--- config.mk ---
export PLATFORM = sky130hd
export DESIGN_NAME = sha1_mmio
export DESIGN_NICKNAME = d
export VERILOG_FILES = /design/src/rtl/sha1w_pkg.sv /design/src/rtl/sha1_msg_window.sv /design/src/rtl/sha1_round_core.sv /design/src/rtl/sha1_mmio.sv
export SDC_FILE = /design/constraint.sdc
export NUM_CORES = 2
export LEC_CHECK = 0
export BUFFER_PORTS_ARGS = -buffer_cell sky130_fd_sc_hd__buf_2
export CORE_MARGIN = 2
export CORE_UTILIZATION = 60
export CTS_CLUSTER_DIAMETER = 60
export DETAILED_ROUTE_END_ITERATION = 10
export GPL_TIMING_DRIVEN = 0
export HOLD_SLACK_MARGIN = 0.08
export PLACE_DENSITY = 0.74
export SYNTH_ARGS = -nofsm -noshare
export SYNTH_HDL_FRONTEND = slang
export SYNTH_SLANG_ARGS = --single-unit
--- constraint.sdc ---
create_clock -name clk -period 20.6 [get_ports clk]
set_clock_uncertainty 0.1 [all_clocks]
set_input_delay 1.03 -clock clk [delete_from_list [all_inputs] [get_ports clk]]
set_output_delay 1.03 -clock clk [all_outputs]
set_load 0.005 [all_outputs]
--- src/rtl/sha1w_pkg.sv ---
package sha1w_pkg;
    localparam int WORD_W    = 32;
    localparam int BLK_WORDS = 16;
    localparam int DIG_WORDS = 5;
    localparam int N_ROUNDS  = 80;

    typedef logic [WORD_W-1:0] word_t;

    typedef enum logic [1:0] {
        CORE_IDLE,
        CORE_ROUND,
        CORE_FINAL
    } core_state_e;

    localparam logic [DIG_WORDS*WORD_W-1:0] SHA1_IV = {
        32'h67452301, 32'hEFCDAB89, 32'h98BADCFE, 32'h10325476, 32'hC3D2E1F0
    };

    function automatic word_t rotl(input word_t x, input int n);
        return (x << n) | (x >> (WORD_W - n));
    endfunction

    // Round-dependent boolean mixing function
    function automatic word_t mix_fn(input logic [6:0] t, input word_t b,
                                     input word_t c, input word_t d);
        if (t < 7'd20)      return (b & c) | (~b & d);
        else if (t < 7'd40) return b ^ c ^ d;
        else if (t < 7'd60) return (b & c) | (b & d) | (c & d);
        else                return b ^ c ^ d;
    endfunction

    function automatic word_t round_k(input logic [6:0] t);
        if (t < 7'd20)      return 32'h5A827999;
        else if (t < 7'd40) return 32'h6ED9EBA1;
        else if (t < 7'd60) return 32'h8F1BBCDC;
        else                return 32'hCA62C1D6;
    endfunction
endpackage

--- src/rtl/sha1_msg_window.sv ---
module sha1_msg_window
    import sha1w_pkg::*;
#(
    parameter int DEPTH = BLK_WORDS
) (
    input  logic                    clk,
    input  logic                    load,
    input  logic                    advance,
    input  logic [DEPTH*WORD_W-1:0] block,
    output word_t                   w_cur
);
    // win[0] holds the schedule word for the current round
    word_t win [DEPTH];

    always_ff @(posedge clk) begin
        if (load) begin
            for (int i = 0; i < DEPTH; i++)
                win[i] <= block[(DEPTH-1-i)*WORD_W +: WORD_W];
        end else if (advance) begin
            for (int i = 0; i < DEPTH-1; i++)
                win[i] <= win[i+1];
            win[DEPTH-1] <= rotl(win[13] ^ win[8] ^ win[2] ^ win[0], 1);
        end
    end

    assign w_cur = win[0];
endmodule

--- src/rtl/sha1_round_core.sv ---
module sha1_round_core
    import sha1w_pkg::*;
#(
    parameter int ROUNDS = N_ROUNDS
) (
    input  logic                        clk,
    input  logic                        rst_n,
    input  logic                        cmd_init,
    input  logic                        cmd_next,
    input  logic [BLK_WORDS*WORD_W-1:0] block,
    output logic                        ready,
    output logic                        done,
    output logic [DIG_WORDS*WORD_W-1:0] digest
);
    localparam int RND_W = $clog2(ROUNDS);
    localparam logic [RND_W-1:0] LAST_RND = RND_W'(ROUNDS - 1);

    core_state_e state_q, state_d;
    logic [RND_W-1:0] rnd_q;
    word_t a_q, b_q, c_q, d_q, e_q;
    logic [DIG_WORDS*WORD_W-1:0] h_q;
    word_t w_cur, temp;
    logic  start;

    assign start = cmd_init | cmd_next;
    assign ready = (state_q == CORE_IDLE);

    sha1_msg_window #(.DEPTH(BLK_WORDS)) u_window (
        .clk    (clk),
        .load   (ready & start),
        .advance(state_q == CORE_ROUND),
        .block  (block),
        .w_cur  (w_cur)
    );

    assign temp = rotl(a_q, 5) + mix_fn(7'(rnd_q), b_q, c_q, d_q) + e_q
                + round_k(7'(rnd_q)) + w_cur;

    always_ff @(posedge clk) begin
        if (!rst_n) state_q <= CORE_IDLE;
        else        state_q <= state_d;
    end

    always_comb begin
        state_d = state_q;
        unique case (state_q)
            CORE_IDLE:  if (start) state_d = CORE_ROUND;
            CORE_ROUND: if (rnd_q == LAST_RND) state_d = CORE_FINAL;
            CORE_FINAL: state_d = CORE_IDLE;
            default:    state_d = CORE_IDLE;
        endcase
    end

    always_ff @(posedge clk) begin
        if (!rst_n) begin
            rnd_q <= '0;
            done  <= 1'b0;
            h_q   <= SHA1_IV;
            {a_q, b_q, c_q, d_q, e_q} <= '0;
        end else begin
            done <= 1'b0;
            unique case (state_q)
                CORE_IDLE: begin
                    if (start) begin
                        rnd_q <= '0;
                        if (cmd_init) begin
                            h_q <= SHA1_IV;
                            {a_q, b_q, c_q, d_q, e_q} <= SHA1_IV;
                        end else begin
                            {a_q, b_q, c_q, d_q, e_q} <= h_q;
                        end
                    end
                end
                CORE_ROUND: begin
                    rnd_q <= rnd_q + 1'b1;
                    a_q   <= temp;
                    b_q   <= a_q;
                    c_q   <= rotl(b_q, 30);
                    d_q   <= c_q;
                    e_q   <= d_q;
                end
                CORE_FINAL: begin
                    h_q  <= {h_q[159:128] + a_q, h_q[127:96] + b_q,
                             h_q[95:64] + c_q, h_q[63:32] + d_q,
                             h_q[31:0] + e_q};
                    done <= 1'b1;
                end
                default: ;
            endcase
        end
    end

    assign digest = h_q;
endmodule

--- src/rtl/sha1_mmio.sv ---
module sha1_mmio
    import sha1w_pkg::*;
#(
    parameter int ADDR_W = 8
) (
    input  logic              clk,
    input  logic              rst_n,
    input  logic              cs,
    input  logic              we,
    input  logic [ADDR_W-1:0] addr,
    input  logic [31:0]       wdata,
    output logic [31:0]       rdata
);
    localparam logic [ADDR_W-1:0] A_CTRL   = ADDR_W'(8'h08);
    localparam logic [ADDR_W-1:0] A_STATUS = ADDR_W'(8'h09);
    localparam logic [ADDR_W-1:0] A_BLK    = ADDR_W'(8'h10);
    localparam logic [ADDR_W-1:0] A_DIG    = ADDR_W'(8'h20);
    localparam int BLK_IDX_W = $clog2(BLK_WORDS);
    localparam int DIG_IDX_W = $clog2(DIG_WORDS);

    logic [0:BLK_WORDS-1][WORD_W-1:0] blk_q;
    logic [0:DIG_WORDS-1][WORD_W-1:0] dig_q;
    logic [DIG_WORDS*WORD_W-1:0]      core_digest;
    logic go_init_q, go_next_q, valid_q;
    logic core_ready, core_done, accepted, wr;
    logic [ADDR_W-1:0] blk_off, dig_off;

    assign wr       = cs & we;
    assign blk_off  = addr - A_BLK;
    assign dig_off  = addr - A_DIG;
    assign accepted = core_ready & (go_init_q | go_next_q);

    always_ff @(posedge clk) begin
        if (!rst_n) begin
            go_init_q <= 1'b0;
            go_next_q <= 1'b0;
        end else begin
            go_init_q <= wr && (addr == A_CTRL) && wdata[0];
            go_next_q <= wr && (addr == A_CTRL) && wdata[1] && !wdata[0];
        end
    end

    always_ff @(posedge clk) begin
        if (!rst_n) begin
            blk_q <= '0;
        end else if (wr && addr >= A_BLK && addr < A_BLK + ADDR_W'(BLK_WORDS)) begin
            blk_q[blk_off[BLK_IDX_W-1:0]] <= wdata;
        end
    end

    always_ff @(posedge clk) begin
        if (!rst_n) begin
            dig_q   <= '0;
            valid_q <= 1'b0;
        end else begin
            if (core_done) dig_q <= core_digest;
            if (accepted)       valid_q <= 1'b0;
            else if (core_done) valid_q <= 1'b1;
        end
    end

    sha1_round_core #(.ROUNDS(N_ROUNDS)) u_core (
        .clk     (clk),
        .rst_n   (rst_n),
        .cmd_init(go_init_q),
        .cmd_next(go_next_q),
        .block   (blk_q),
        .ready   (core_ready),
        .done    (core_done),
        .digest  (core_digest)
    );

    always_comb begin
        rdata = '0;
        if (cs && !we) begin
            if (addr == A_STATUS)
                rdata = {30'b0, valid_q, core_ready};
            else if (addr >= A_BLK && addr < A_BLK + ADDR_W'(BLK_WORDS))
                rdata = blk_q[blk_off[BLK_IDX_W-1:0]];
            else if (addr >= A_DIG && addr < A_DIG + ADDR_W'(DIG_WORDS))
                rdata = dig_q[dig_off[DIG_IDX_W-1:0]];
        end
    end
endmodule

==> summary.md <==
| Metric | Value |
|---|---|
| Final net count | `9,308` |
| Cell count along the critical path | `20` |
| WP buf/inv | `4` |
| CTS tree | `done` |
| Critical Path Source Type | `register` |
| Residual DRC count | `0` |
| WHS Path Cells | `2` |
| FMAX | `0.113 GHz` |
| Most frequent cell on the critical path | `fa_1` |
| Fillers | `9,986` |
| Row count | `131` |
| Worst skew pair latency | `850 ps` |
| Endpoints failing setup | `0` |
| Die area | `131,000 um^2` |
| CTS sink cnt | `1,517` |
| Crit path to | `u_core.a_q[31]` |
| Initial drt markers | `10,347` |
| Setup_tns | `0 ps` |
| Most frequent cells in the layout | `nand2_1 (2,729), dfxtp_1 (1,005), a21oi_1 (697)` |
| CTS clock-pin slew for the worst setup and hold paths | `60 ps` |
| R2r startpoint | `u_core.rnd_q[5]` |
| Hold crit path type | `reg -> reg` |
| Overall routing resource usage | `50.6%` |
| Critical Path RT | `21,190 ps` |
| Clock buffer depth | `3` |
| Final wirelength | `338 mm` |
| Worst path arrival time | `9410 ps` |
| H-tree depth | `4` |
| Max Slew Vio Count | `172` |
| Gr ovfl total | `0` |
| Smallest hold slack | `371 ps` |
| Syn_nets | `9,082` |
| First-pass GRT wire length | `472 mm` |
| I/O Pins | `76` |
| Setup bufs post-CTS | `0` |
| Gpl congestion | `1.09` |
| Hold_buf cts | `0` |
| Critical path origin | `u_core.rnd_q[5]` |
| Die Y | `362 um` |
| Slew @ Worst Pin | `1720 ps` |
| Share of cells above drive strength 1 | `6.27%` |
| Fin. Hold Viols | `0` |
| Top_reg_cell synth | `dfxtp_1` |
| CP Cell Sequence | `o21ai_0 -> nor3_1 -> clkinv_1 -> nand2_1 -> buf_1 -> nor2_1 -> nor2_1 -> fa_1 -> fa_1 -> inv_1 -> fa_1 -> inv_1 -> ha_1 -> a2111oi_0 -> a21oi_1 -> a21o_1 -> a211oi_2 -> o21ai_0 -> and3_1 -> a211o_1` |
| Failing checks | `max-capacitance violations, max-slew violations` |
| Synthesized area | `77,100 um^2` |
| Post-synthesis cell type count | `89` |
| Reg2reg setup slack | `11,780 ps` |
| CP max stage delay | `1220 ps` |
| CP delay by family, top | `compound AO/OA/AOI/OAI gates` |
| Final worst path period need | `8820 ps` |
| IO Port Bufs | `42` |
| Pre-Repair DR Iteration Count | `9` |
| Post-DP HPWL | `259 mm` |
| Worst relative slew slack | `-14.4%` |
| RSZ-0062 raised after global routing | `no` |
| Max-cap violation count | `16` |
| Vias per cell | `6.61` |
| End of the worst register-to-register path | `u_core.a_q[31]` |
| Die X | `362 um` |
| Pre-CTS WS | `12,440 ps` |
| Crit-path slowest cell | `buf_1` |
| Status | `complete, but fails checks` |
| Area grow syn2layout | `10.9%` |
| Core area | `128,000 um^2` |
| CP max FO | `11` |
| DR WL/cell | `31.5 um` |
| Post-synthesis register bit count | `1,517` |
| Post-CTS resize count | `0` |
| Utilization after layout | `67.0%` |
| Avg Cell Area, Syn | `8.86 um^2` |
| Post-Synthesis Cells | `8,693` |
| Synth warn | `0` |
| Root Driver | `clkbuf_16` |
| WS Path Type | `reg -> reg` |
| Pin count of the biggest net entering global routing | `66` |
| Peak supply drop | `0.0793 mV` |
| Via count | `70,964` |
| Post-detailed-route count of antenna-violating nets | `0` |
| Reg2reg path depth | `20` |
| Power per Cell Area | `75.3 nW/um^2` |
| Vias in the first global route | `68,896` |
| Post-synthesis sequential area ratio | `46.1%` |
| Total CTS buffers | `167` |
| Asr flop ratio synth | `0%` |
| Final worst slack | `11,780 ps` |
| Initial antenna violation count | `29` |
| Final period util | `42.8%` |
| Commonest non-fill, non-tap cell in the layout | `nand2_1` |
| Crit end category | `register` |
| Post-synth EDFFs | `512` |
| Pleak | `0.0329 uW` |
| Initial Util | `60.4%` |
[worst min path at each step]
stage                          to               start
2_1_floorplan  u_core.digest[127]  u_core.digest[127]
3_3_place_gp           blk_q[335]          blk_q[335]
3_5_place_dp           blk_q[438]          blk_q[438]
4_1_cts                blk_q[292]          blk_q[292]
5_1_grt                blk_q[292]          blk_q[292]
6_report               blk_q[339]          blk_q[339]
[tightest hold or removal path, stage by stage (launching register included)]
cell and delay, ps:
dfxtp_1 320, nand2_1 50, a21oi_1 50
[per-layer routing]
metal,GRT usage (%),vias to the layer above,part of all wire [%]
met1,56.7,33460,33
met4,47.8,42,12
met5,0.888,-,0.12
li1,-,30168,-
met3,14.9,1798,12
met2,77.0,5496,43
[power by group]
group | internal [uW] | total (uW) | switching (uW)
clock network | 1810 | 3170 | 1370
logic | 37.0 | 192 | 155
registers | 3070 | 3080 | 2.27
total | 4920 | 6440 | 1520
[synthesized netlist by cell type, types with 38 or more instances]
cell type / number / share of area (%)
nand2_1: 2729 / 13
dfxtp_1: 1005 / 26
a21oi_1: 697 / 4.5
clkbuf_1: 563 / 2.7
nor2_1: 523 / 2.5
edfxtp_1: 512 / 20
o21ai_0: 294 / 1.9
ha_1: 221 / 3.6
inv_1: 206 / 1.0
mux2i_1: 202 / 2.6
xnor2_1: 177 / 2.0
nor3_1: 172 / 1.1
mux4_2: 163 / 4.8
fa_1: 124 / 3.2
a21o_1: 100 / 0.97
nand3b_1: 93 / 0.91
o22ai_1: 77 / 0.63
xor2_1: 67 / 0.76
a311oi_1: 59 / 0.67
a211oi_1: 55 / 0.54
nand3_1: 55 / 0.36
nor2b_1: 47 / 0.38
buf_1: 45 / 0.22
a22oi_1: 38 / 0.37
[through the flow]
step,cell area [um^2],instances,total power (uW)
floorplan,77100,8693,3230
global placement,79300,10397,3320
detailed placement,79600,10410,3320
CTS,85400,10724,6390
global route,85500,10727,6520
finish,85500,10734,6440
[state kept, by name, summed over array words and instances (netlist names)]
register and count:
dig_q 160, go_init_q 1, u_core.a_q 32, u_core.b_q 32, go_next_q 1, u_core.c_q 32, u_core.d_q 32, u_core.done 1
valid_q 1, u_core.e_q 32, u_core.digest 160, u_core.rnd_q 7, u_core.u_window.win 512, blk_q 512, u_core.state_q 2
[final cells by class]
cell class              instances  area, um^2  share of cell area [%]
multi-input cells            6347       38500                    45.0
flip-flops and latches       1517       35500                    41.5
clock buffers                 242        4760                    5.57
plain buffers                 620        2350                    2.75
well taps                    1662        2080                    2.43
clock inverters                72        1020                    1.19
inverters                     209         785                   0.918
repair buffers                 57         510                   0.597
diodes                          8        20.0                  0.0234
[cells by family (layout without fill, tap and decap cells)]
kind of cell / Yosys count / count (layout) / share of synthesized area (%)
other: 0 / 8 / 0
AND/OR/NAND/NOR: 3803 / 3803 / 20.2
multiplexers: 394 / 394 / 7.81
adder cells (fa/ha/maj): 345 / 345 / 6.81
AO/OA/AOI/OAI: 1561 / 1561 / 12.3
XOR/XNOR: 244 / 244 / 2.77
buffers and inverters: 829 / 1200 / 4.06
flip-flops: 1517 / 1517 / 46.1
(Power assumes the default switching activity.)
